--- src/rtl/mbx_boot_pkg.sv ---
// Shared definitions for the mailbox bootstrap register.
// Assumes one 32-bit register: bit 0 ready, bit 1 phase flag, above that the address field.
package mbx_boot_pkg;
    localparam int RDY_BIT   = 0;
    localparam int PHASE_BIT = 1;
    localparam int FIELD_LSB = 2;

    typedef enum logic [1:0] {
        PH_IDLE    = 2'd0,
        PH_HI_PEND = 2'd1,
        PH_HI_HELD = 2'd2,
        PH_BUSY    = 2'd3
    } mbx_phase_e;
endpackage

--- src/rtl/mbx_seq_ctrl.sv ---
// Phase sequencer: tracks which half has arrived, owns the ready bit, the
// sticky error flag and the start pulse. Produces capture strobes for the
// address assembler. Assumes cmd_done is a single-cycle pulse.
module mbx_seq_ctrl
    import mbx_boot_pkg::*;
(
    input  logic clk,
    input  logic rst_n,
    input  logic wr_en,
    input  logic wr_phase_hi,
    input  logic cmd_done,
    output logic cap_upper,
    output logic cap_lower,
    output logic ready,
    output logic seq_err,
    output logic cmd_start
);
    mbx_phase_e phase_q;
    logic       half_held;
    logic       bad_write;

    // Decode which writes are accepted and which break the sequence.
    always_comb begin
        half_held = (phase_q == PH_HI_PEND) || (phase_q == PH_HI_HELD);
        cap_upper = wr_en && wr_phase_hi && (phase_q != PH_BUSY);
        cap_lower = wr_en && !wr_phase_hi && half_held;
        bad_write = wr_en && ((phase_q == PH_BUSY) ||
                              (!wr_phase_hi && (phase_q == PH_IDLE)));
    end

    // Phase state, ready bit, start pulse and sticky error.
    always_ff @(posedge clk) begin
        if (!rst_n) begin
            phase_q   <= PH_IDLE;
            ready     <= 1'b0;
            seq_err   <= 1'b0;
            cmd_start <= 1'b0;
        end else begin
            cmd_start <= cap_lower;
            seq_err   <= seq_err | bad_write;
            case (phase_q)
                PH_IDLE: begin
                    if (wr_en) ready <= 1'b0;
                    if (cap_upper) phase_q <= PH_HI_PEND;
                end
                PH_HI_PEND, PH_HI_HELD: begin
                    if (cap_lower) begin
                        ready   <= 1'b0;
                        phase_q <= PH_BUSY;
                    end else if (cap_upper) begin
                        ready   <= 1'b0;
                        phase_q <= PH_HI_PEND;
                    end else if (phase_q == PH_HI_PEND) begin
                        ready   <= 1'b1;
                        phase_q <= PH_HI_HELD;
                    end
                end
                default: begin
                    if (cmd_done) begin
                        ready   <= 1'b1;
                        phase_q <= PH_IDLE;
                    end
                end
            endcase
        end
    end
endmodule

--- src/rtl/mbx_addr_asm.sv ---
// Address assembler: holds the upper and lower address fields and the
// readback shadow, and joins the fields into the aligned command address.
// Assumes a capture strobe is only raised for an accepted write.
module mbx_addr_asm #(
    parameter int FIELD_W = 30,
    parameter int ALIGN_W = 4
) (
    input  logic                       clk,
    input  logic                       rst_n,
    input  logic                       cap_upper,
    input  logic                       cap_lower,
    input  logic [FIELD_W+1:0]         wr_data,
    output logic [FIELD_W:0]           shadow,
    output logic [2*FIELD_W+ALIGN_W-1:0] cmd_addr
);
    localparam int ADDR_W = 2 * FIELD_W + ALIGN_W;

    logic [FIELD_W-1:0] upper_q;
    logic [FIELD_W-1:0] lower_q;

    // Capture address halves and the readback image of accepted writes.
    always_ff @(posedge clk) begin
        if (!rst_n) begin
            upper_q <= '0;
            lower_q <= '0;
            shadow  <= '0;
        end else begin
            if (cap_upper) upper_q <= wr_data[FIELD_W+1:2];
            if (cap_lower) lower_q <= wr_data[FIELD_W+1:2];
            if (cap_upper || cap_lower) shadow <= wr_data[FIELD_W+1:1];
        end
    end

    // Join the halves, padding the alignment bits when there are any.
    generate
        if (ALIGN_W > 0) begin : g_pad
            assign cmd_addr = {upper_q, lower_q, {ALIGN_W{1'b0}}};
        end else begin : g_nopad
            assign cmd_addr = {upper_q, lower_q};
        end
    endgenerate

    logic unused_w;
    assign unused_w = ^ADDR_W;
endmodule

--- src/rtl/mbx_boot_reg.sv ---
// Top of the two-phase mailbox bootstrap register. Register layout:
// bit 0 ready (read-only), bit 1 phase flag, upper bits address field.
// Assumes the host polls ready between writes.
module mbx_boot_reg #(
    parameter int FIELD_W = 30,
    parameter int ALIGN_W = 4
) (
    input  logic                         clk,
    input  logic                         rst_n,
    input  logic                         wr_en,
    input  logic [FIELD_W+1:0]           wr_data,
    input  logic                         cmd_done,
    output logic [FIELD_W+1:0]           rd_data,
    output logic                         seq_err,
    output logic                         cmd_start,
    output logic [2*FIELD_W+ALIGN_W-1:0] cmd_addr
);
    import mbx_boot_pkg::*;

    logic             cap_upper;
    logic             cap_lower;
    logic             ready;
    logic [FIELD_W:0] shadow;

    mbx_seq_ctrl u_seq (
        .clk         (clk),
        .rst_n       (rst_n),
        .wr_en       (wr_en),
        .wr_phase_hi (wr_data[PHASE_BIT]),
        .cmd_done    (cmd_done),
        .cap_upper   (cap_upper),
        .cap_lower   (cap_lower),
        .ready       (ready),
        .seq_err     (seq_err),
        .cmd_start   (cmd_start)
    );

    mbx_addr_asm #(.FIELD_W(FIELD_W), .ALIGN_W(ALIGN_W)) u_asm (
        .clk       (clk),
        .rst_n     (rst_n),
        .cap_upper (cap_upper),
        .cap_lower (cap_lower),
        .wr_data   (wr_data),
        .shadow    (shadow),
        .cmd_addr  (cmd_addr)
    );

    // Readback image: shadow above, live ready in bit 0.
    assign rd_data = {shadow, ready};
endmodule

--- config.mk ---
export PLATFORM = sky130hd
export DESIGN_NAME = mbx_boot_reg
export DESIGN_NICKNAME = d
export VERILOG_FILES = /design/src/rtl/mbx_boot_pkg.sv /design/src/rtl/mbx_seq_ctrl.sv /design/src/rtl/mbx_addr_asm.sv /design/src/rtl/mbx_boot_reg.sv
export SDC_FILE = /design/constraint.sdc
export NUM_CORES = 1
export LEC_CHECK = 0
export BUFFER_PORTS_ARGS = -buffer_cell sky130_fd_sc_hd__buf_2
export CAP_MARGIN = 0
export CORE_ASPECT_RATIO = 2
export CORE_MARGIN = 1
export CORE_UTILIZATION = 39
export CTS_CLUSTER_DIAMETER = 120
export CTS_CLUSTER_SIZE = 28
export DETAILED_ROUTE_END_ITERATION = 8
export PLACE_DENSITY = 0.67
export SETUP_SLACK_MARGIN = 0.15
export SLEW_MARGIN = 20
export SYNTH_ARGS = -nofsm -noshare
export SYNTH_HDL_FRONTEND = slang
export SYNTH_HIERARCHICAL = 1
export SYNTH_SLANG_ARGS = --single-unit
--- constraint.sdc ---
create_clock -name clk -period 1.6 [get_ports clk]
set_clock_uncertainty 0.05 [all_clocks]
set_input_delay 0.32 -clock clk [delete_from_list [all_inputs] [get_ports clk]]
set_output_delay 0.32 -clock clk [all_outputs]
set_load 0.01 [all_outputs]
# After elaboration in Yosys (flattened, before gate mapping)
# Cells that the tools add are included.
classes:
  n_eq_ne: 7
  n_mux: 12
  bitwise_logic: 1
  n_reduce_logical: 15
op_table:
  columns: ["cell", "count"]
  rows:
  - ["$mux W2", 5]
  - ["$logic_and A1 B1 Y1", 6]
  - ["$reduce_and A3 Y1", 2]
  - ["$mux W1", 5]
  - ["$eq A2 B2 Y1 const B", 2]
  - ["$ne A2 B2 Y1 const B", 2]
  - ["$ne A4 B1 Y1 const B", 1]
  - ["$pmux W2 S2", 1]
  - ["$logic_or A1 B1 Y1", 3]
  - ["$reduce_bool A3 Y1", 1]
  - ["$eq A2 B1 Y1 const B", 1]
  - ["$logic_not A2 Y1", 1]
  - ["$ne A2 B1 Y1 const B", 1]
  - ["$pmux W1 S2", 1]
  - ["$reduce_or A2 Y1", 1]
  - ["$logic_not A1 Y1", 1]
  - ["$or A1 B1 Y1", 1]
word_totals:
  register_bits: 96
  input_bits: 36
  output_inout_bits: 98
  elab_cells: 42

# Depth between registers and ports, before layout
# Gate-level depths: netlist of run 1.
depth:
  ltp_word: 5
  mapped_depth: 8
  mapped_depth_nobuf: 6

# By module
# The synthesis of run 1 kept the hierarchy.
by_module_without_submodules:
  columns: ["mod", "instances", "cells_per_inst", "area_per_inst_um2", "seq_area_each_um2"]
  rows:
  - ["mbx_addr_asm", 1, 340, 3522.1, 1821.7]
  - ["mbx_seq_ctrl", 1, 39, 326.6, 100.1]
  - ["mbx_boot_reg", 1, 1, 7.5, 0.0]

# Worst setup path after synthesis of run 1
# Ideal clock, no wire load.
synth_timing:
  path_kind: "register -> register"
  start: "register u_seq.phase_q[1]"
  end: "register u_asm.lower_q[0]"
  setup_ps: 116
  arrival_ps: 1460
  t_required_ps: 1434
  setup_slack_ps: -26
  stages_incl_launch_ff: 9
  path_buffers: 2
  synth_period_minus_slack_ps: 1626
  cell_sequence: "dfxtp_1 > inv_1 > ha_1 > nand2_1 > nor2_1 > buf_6 > buf_4 > mux2i_1 > nor2b_1"
synth_via:
  elab_chain_len: 3
  elab_cells_between_ends: 4
  cone_classes: "eq/ne (2); reduce/logical (2)"
synth_rtl:
  columns: ["item", "line_no", "rtl"]
  rows:
  - ["start, declared", "mbx_seq_ctrl.sv:18", "mbx_phase_e phase_q;"]
  - ["start signal, assigned", "mbx_seq_ctrl.sv:34", "phase_q <= PH_IDLE;"]
  - ["start signal, assigned", "mbx_seq_ctrl.sv:44", "if (cap_upper) phase_q <= PH_HI_PEND;"]
  - ["start signal, assigned", "mbx_seq_ctrl.sv:49", "phase_q <= PH_BUSY;"]
  - ["$eq A2 B1 Y1 / $eq A2 B2 Y1 (equally long branches)", "mbx_seq_ctrl.sv:24", "half_held = (phase_q == PH_HI_PEND) || (phase_q == PH_HI_HELD);"]
  - ["$logic_or A1 B1 Y1 (*)", "mbx_seq_ctrl.sv:24", null]
  - ["$logic_and A1 B1 Y1 (*)", "mbx_seq_ctrl.sv:26", "cap_lower = wr_en && !wr_phase_hi && half_held;"]
  - ["via cap_lower", "mbx_boot_reg.sv:21", "logic cap_lower;"]
  - ["end signal, assigned", "mbx_addr_asm.sv:29", "if (cap_lower) lower_q <= wr_data[FIELD_W+1:2];"]
  - ["end, declared", "mbx_addr_asm.sv:19", "logic [FIELD_W-1:0] lower_q;"]
# Mark *: on every way through the listed nets, which the timed path passes. The rest lies on a longest branch.
# A chain may end at the register's enable or synchronous reset.

# Worst setup path in the final report of run 1
layout_timing:
  start: "register u_seq.phase_q[0]"
  end: "register u_asm.shadow[14]"
layout_via:
  elab_cells_between_ends: 7
  cone_classes: "eq/ne (3); reduce/logical (4)"
layout_rtl:
  columns: ["item", "line_no", "rtl"]
  rows:
  - ["$ne A2 B2 Y1", "mbx_seq_ctrl.sv:25", "cap_upper = wr_en && wr_phase_hi && (phase_q != PH_BUSY);"]
  - ["$logic_and A1 B1 Y1", "mbx_seq_ctrl.sv:25", null]
  - ["via cap_upper", "mbx_boot_reg.sv:20", "logic cap_upper;"]
  - ["$logic_or A1 B1 Y1", "mbx_addr_asm.sv:30", "if (cap_upper || cap_lower) shadow <= wr_data[FIELD_W+1:1];"]
  - ["end signal, assigned", "mbx_addr_asm.sv:30", null]
  - ["end, declared", "mbx_addr_asm.sv:13", "output logic [FIELD_W:0] shadow,"]
# The timed path passes the listed nets, and every way through them passes these cells.

==> summary.txt, run 1 <==
Synthesis
  • FF+latch count, synth: 96
  • Synth Area in Compound Gates: 0.118
  • Mux contribution to synthesized area: 0.164
  • Simple-Gate Fraction of Synth Area: 0.150
  • Top FF cell, synth: dfxtp_1
  • Post-Synth XOR/XNOR Area: 0
  • Syn Inst Count: 380
  • Ys async rst share: 0
  • Mean post-synth cell area: slightly above 10 sq um
  • Yosys warns: 6
  • Post-Synth Adder-Cell Area: 0.00973
  • Synthesized cell area: slightly below 4000 sq um
  • Largest family of logic cells by synthesized area: multiplexers
  • Synth cell types: 26
  • Register area share after synthesis: 0.498
  • EDFF count, synth: 0

Critical path
  • CP max-delay cell: dfxtp_4
  • Critical-path maximum fanout: 14
  • Worst Setup SP: u_seq/phase_q[0]$_SDFFE_PN0P_
  • Critical path class: flip-flop to flip-flop
  • Critical Path Sink Type: flip-flop
  • Worst path max stage delay: around 370 ps
  • Worst path depth: 7
  • Worst EP arrival: between 1500 and 2000 ps
  • Bufs and invs on worst path: 3
  • R2r worst-path depth: 7
  • Kind of cell adding the most delay to the critical path: buffers and inverters
  • Nature of the critical path startpoint: flip-flop
  • Req. time, crit path: around 1800 ps
  • Critical R2R Launch: u_seq/phase_q[0]$_SDFFE_PN0P_
  • Crit-path cells: ha_2, nor2_4, buf_12, buf_4, clkbuf_16, o211ai_1, o21ai_2

Placed design
  • Cells after DPL: 620
  • Routability cong.: around 0.84
  • Final HPWL DP: between 6000 and 7000 um
  • Input/output buffers: between 100 and 150

GRT
  • Number of global-route vias before repair: about 3,000
  • Met2 Track Usage GR: 0.348
  • Total GRT Usage: 0.190
  • Initial antenna violation count: 0
  • Congestion Overflow GR: 0
  • Top Usage Layer GRT: met2
  • Largest net degree at the start of global routing: 49
  • Met3 GRT Util: 0.0303
  • Met1 usage: 0.206
  • First-pass GRT wire length: 15,000 um

Routing
  • Pre-antenna DRT Iters: 5
  • Final WL: ~10,000 um
  • Final ANT Viol Nets: 0
  • Via density: just under 5
  • DR WL/cell: about 16 um
  • Initial DRC Count: approximately 130
  • Total number of vias: approximately 3,200
  • # DRC: 0

Clock tree
  • CTS Buffer Depth: 2
  • Cts hold-fix bufs: 0
  • TritonCTS clock tree: done
  • Clock Sinks: between 90 and 100
  • Clock H-tree levels: 3
  • Clk_lat worst skew: ~340 ps
  • CTS clk-pin slew, worst paths: approximately 70 ps
  • Clock Tree Root: clkbuf_16
  • CTS Buf Count: 9

Finish
  • Antenna diode count: 0
  • Fin nets: 557
  • Most frequent cells in the layout: buf_2 (127), dfxtp_1 (94), mux2i_1 (62), nor2b_1 (60), nand2_1 (36)
  • Synth-to-Final Area Change: 42.3%
  • Final Non-Filler Cells: about 660
  • Core Util, Final: 0.566
  • Filler Cells Inserted: approximately 880
  • Most common cell after layout, fill and taps aside: buf_2
  • Share of layout cells above drive strength 1: 0.394

Floorplanning
  • Die H: about 140 um
  • # rows: 51
  • DIE WIDTH: approximately 72 um
  • Core ar.: roughly 9700 sq um
  • Ports: about 130
  • DIE AREA: 10,300 sq um
  • Starting density of the core: 0.398

STA
  • RSZ-0062 raised after global routing: true
  • Final period utilization: 1.01
  • Fmax: approximately 0.62 GHz
  • # setup viols final: 3
  • Setup TNS: -22.1 ps
  • Final Hold Fails: 0
  • Post-layout min period: around 1600 ps
  • Final Max Slew Viols: 0
  • Worst Slack Setup Final: -11.3 ps
  • Worst Hold Slack: slightly above 200 ps

Power
  • Leak pwr: ~2.3 nW
  • Sw frac: 0.296
  • Pwr Total: 6.96 mW
  • Clk network pwr share: 0.319
  • Pwr dens: ~1300 nW/um^2
  • Pint: between 4 and 5 mW
  • Psw: between 2 and 2.5 mW
  • Comb power frac: 0.283
  • Maximum VDD drop: approximately 760 uV
  • Seq pwr share: 0.398

Worst hold path
  • Hold path start: wr_data[8]
  • HP Class: primary input to flip-flop
  • Hold Path Depth: 3

Status
  • Violated checks: negative setup slack
  • Status: complete, but fails checks

Run
  • MaxCap Viol Count: 0
==> registers in the layout (all words and copies together), names as in the netlist <==
signal	count
u_asm/upper_q	30
u_seq/cmd_start	1
u_asm/shadow	31
u_seq/phase_q	2
u_seq/seq_err	1
u_seq/ready	1
u_asm/lower_q	30
==> area by class of cell <==
class                      instances  area (sq um)  area share
timing repair buffer             159          1220       0.222
clock inverter                     7          85.1      0.0155
clock buffer                       9           225      0.0410
inverter                           4          17.5     0.00319
multi-input combinational        248          1850       0.337
tap                              132           165      0.0301
sequential                        96          1930       0.351
==> Yosys cell counts, types with 2 or more instances <==
cell type  instances  area (sq um)
dfxtp_1           96          1920
mux2i_1           63           631
nor2b_1           61           382
nand2_1           37           139
o211ai_1          32           240
o21ai_1           31           155
buf_4             12          90.1
clkbuf_1          11          41.3
buf_2              7          35.0
nor2_1             5          18.8
buf_6              4          45.0
inv_1              4          15.0
ha_1               3          37.5
o21a_1             2          15.0
==> kinds of logic (layout without fill, tap and decap cells) <==
kind of cell | after synthesis | after routing
AO/OA/AOI/OAI | 70 | 70
other | 1 | 4
multiplexers | 63 | 63
buffers and inverters | 39 | 179
adder cells (fa/ha/maj) | 3 | 3
AND/OR/NAND/NOR | 108 | 108
flip-flops | 96 | 96
==> repair_timing <==
action / CTS / global route
setup endpoints to repair: 93 / 95
gates resized for setup: 12 / 25
hold endpoints to repair: 0 / 0
pin swaps: 15 / 6
gates cloned: 5 / 4
setup buffers: 5 / 5
==> stage by stage <==
stage	area [sq um]	worst slack [ps]
after global placement	4690	-5.46
after CTS	5230	18.2
final	5490	-11.3
after floorplan	3920	126
after global routing	5490	-72.0
after detailed placement	4690	-46.5
==> worst register-to-register path: cells and delay by family (launching register included) <==
family / cells / cell delay, ps
adders and majority gates: 1 / 260
AOI/OAI and AO/OA: 2 / 300
buffers and inverters: 3 / 450
and+or+nand+nor: 1 / 70
DFF: 1 / 370
==> final timing paths <==
kind	end	slack [ps]
max	u_asm/shadow[14]$_SDFFE_PN0P_	-10
max reg2reg	u_asm/shadow[14]$_SDFFE_PN0P_	-10
min reg2reg	u_asm/shadow[5]$_SDFFE_PN0P_	410
min	u_asm/shadow[7]$_SDFFE_PN0P_	210
==> layer usage <==
metal	part of all wire	wire [um]	vias to the layer above
met1	0.39	3980	1517
met5	0	0	-
met2	0.55	5680	101
li1	-	-	1570
met4	0.024	244	0
met3	0.033	334	17
==> power by group through the flow <==
stage | Clock, mW | Combinational [mW] | Sequential (mW)
floorplan | 0 | 0.888 | 2.92
global placement | 0 | 1.45 | 2.81
detailed placement | 0 | 1.49 | 2.81
CTS | 2.28 | 1.74 | 2.76
global route | 2.37 | 2.11 | 2.80
finish | 2.22 | 1.97 | 2.77
Power figures use the tool's default switching activity.
==> inputs of run 2 (changes only) <==
- CORE_UTILIZATION: 39 -> 45
- PLACE_DENSITY: 0.67 -> 0.76
==> summary.txt, run 2 (same netlist as run 1, synthesis figures left out) <==
Status
  • Status: finished clean

Power
  • Leak pwr: 2.25 nW (-3.7%)
  • Psw: 1.90 mW (-7.7%)
  • Pwr dens: 1270 nW/um^2 (+0.31%)
  • Pwr Total: 6.69 mW (-3.8%)
  • Maximum VDD drop: 826 uV (+9.3%)
  • Seq pwr share: 0.414 (+0.016)
  • Comb power frac: 0.266 (-0.017)
  • Sw frac: 0.284 (-0.0118)
  • Clk network pwr share: 0.320 (about the same)
  • Pint: 4.79 mW (-2.2%)

Finish
  • Post-route cell area: 5260 sq um (-4.1%)
  • Filler Cells Inserted: 683 (-23%)
  • Number of flip-flops in the largest register: 31 (unchanged)
  • Final Non-Filler Cells: 615 (-6.1%)
  • Regs by FF count: u_asm/shadow x31, u_asm/lower_q x30, u_asm/upper_q x30
  • Antenna diode count: 0 (unchanged)
  • Biggest register: u_asm/shadow
  • Synth-to-Final Area Change: 36.4%
  • Share of layout cells above drive strength 1: 0.373 (-0.0206)
  • Most common cell after layout, fill and taps aside: buf_2
  • Fin nets: 551 (-1.1%)
  • Most frequent cells in the layout: buf_2 (127), dfxtp_1 (94), mux2i_1 (61), nor2b_1 (61), nand2_1 (35)

Floorplanning
  • Core ar.: 8290 sq um (-15%)
  • DIE WIDTH: 67.5 um (-6.7%)
  • DIE AREA: 8970 sq um (-13%)
  • Starting density of the core: 0.465 (+0.0675)
  • # rows: 47 (-7.8%)
  • Die H: 133 um (-6.8%)
  • Ports: 134 (unchanged)

Critical path
  • Worst path max stage delay: 370 ps (about the same)
  • CP max-delay cell: dfxtp_4
  • Crit-path cells: inv_4, ha_4, nand2_4, nor2_4, buf_12, or2_4, buf_12, o21ai_2
  • Critical-path maximum fanout: 12 (-2)
  • Req. time, crit path: 1810 ps (+40 ps)
  • Critical Path Sink Type: flip-flop
  • Nature of the critical path startpoint: flip-flop
  • Worst EP arrival: 1810 ps (+30 ps)
  • R2r worst-path depth: 8 (+1)
  • Top cell by count, worst path: buf_12
  • Critical path class: flip-flop to flip-flop

Routing
  • Final WL: 9950 um (-2.9%)
  • Final ANT Viol Nets: 0 (unchanged)
  • # DRC: 0 (unchanged)
  • Pre-antenna DRT Iters: 4 (-1)
  • DR WL/cell: 16.2 um (+3.4%)
  • Total number of vias: 3,203 (-0.062%)
  • Via density: 5.21 (+6.4%)
  • Initial DRC Count: 174 (+35%)

STA
  • Final period utilization: 0.996 (-0.0111)
  • Final Max Slew Viols: 0 (unchanged)
  • Setup TNS: 0 ps (+22.1 ps)
  • Fmax: 0.627 GHz (+1.1%)
  • Final Hold Fails: 0 (unchanged)
  • RSZ-0062 raised after global routing: true
  • # setup viols final: 0 (-3)
  • Post-layout min period: 1590 ps (-17.7 ps)

Worst hold path
  • Hold Path Depth: 3 (unchanged)
  • HP Class: primary input to flip-flop

Clock tree
  • CTS clk-pin slew, worst paths: 60 ps (about the same)
  • Clk_lat worst skew: 340 ps (about the same)
  • Cts hold-fix bufs: 0 (unchanged)
  • TritonCTS clock tree: done
  • CTS Buf Count: 9 (unchanged)
  • Clock H-tree levels: 3 (unchanged)
  • Clock Tree Root: clkbuf_16
  • Clock Sinks: 96 (unchanged)
  • CTS Buffer Depth: 2 (unchanged)

GRT
  • Congestion Overflow GR: 0 (unchanged)
  • Number of global-route vias before repair: 3,038 (+1.5%)
  • Initial antenna violation count: 0 (unchanged)
  • Largest net degree at the start of global routing: 70 (+43%)
  • Total GRT Usage: 0.219 (+0.0295)
  • First-pass GRT wire length: 14,600 um (-2.4%)

Placed design
  • Cells after DPL: 587 (-5.3%)
  • Final HPWL DP: 6260 um (+0.46%)
  • Input/output buffers: 128 (unchanged)
  • Routability cong.: 0.792 (-6.1%)
  • Dpl cell area: 4650 sq um (-0.75%)

Run
  • MaxCap Viol Count: 0 (unchanged)
-- run 2: cell count changes in the layout (fill, tap and decap cells not counted), sizes merged --
cell / before / now
buf: 153 / 148
bufbuf: 2 / 1
clkbuf: 13 / 16
clkinv: 2 / 1
clkinvlp: 0 / 2
inv: 8 / 4
-- run 2: stage by stage --
| step | setup WS (ps) | hold WS [ps] | utilization |
|---|---|---|---|
| after global routing | -51.0 | 216 | 0.635 |
| after global placement | 24.4 | 393 | 0.561 |
| after CTS | 10.9 | 204 | 0.614 |
| after detailed placement | -38.2 | 396 | 0.561 |
| after floorplan | 126 | 387 | - |
| final | 6.37 | 210 | 0.635 |
-- run 2: final timing paths --
check	from	end	slack, ps
max	u_seq/phase_q[1]$_SDFFE_PN0P_	u_asm/shadow[14]$_SDFFE_PN0P_	6
min	wr_data[28]	u_asm/shadow[27]$_SDFFE_PN0P_	210
max reg2reg	u_seq/phase_q[1]$_SDFFE_PN0P_	u_asm/shadow[14]$_SDFFE_PN0P_	6
min reg2reg	u_asm/shadow[29]$_SDFFE_PN0P_	u_asm/shadow[29]$_SDFFE_PN0P_	410
-- run 2: power by group through the flow --
stage                     Sequential, mW  Combinational (mW)  Clock (mW)
after floorplan                     2.92               0.888           0
after global placement              2.81                1.46           0
after detailed placement            2.82                1.50           0
after CTS                           2.77                1.64        2.18
after global routing                2.80                1.92        2.25
final                               2.77                1.78        2.14
-- run 2: layout make-up --
type / instances / area, sq um / share of cell area
Multi-Input combinational cell: 248 / 1800 / 0.343
Clock buffer: 12 / 246 / 0.0468
Timing Repair Buffer: 153 / 1090 / 0.207
Sequential cell: 96 / 1930 / 0.366
Inverter: 4 / 17.5 / 0.00333
Tap cell: 98 / 123 / 0.0233
Clock inverter: 4 / 53.8 / 0.0102
-- run 2: critical path: cells and delay by family (launching register included) --
kind / cells / cell delay [ps]
and+or+nand+nor: 3 / 390
buffers and inverters: 3 / 360
adders and majority gates: 1 / 230
DFF: 1 / 370
AOI/OAI and AO/OA: 1 / 130
-- run 2: repair_timing --
action,4_1_cts,5_1_grt
resized for setup,6,15
pin swaps,15,4
gates cloned,3,4
buffers inserted,3,2
setup endpoints to repair,79,95
-- run 2: metal layers --
layer	routed length, um	global-route usage	up-vias
met5	0	0	-
met4	306	0.112	0
met3	303	0.0457	22
met2	5650	0.403	97
met1	3680	0.217	1523
li1	-	-	1561
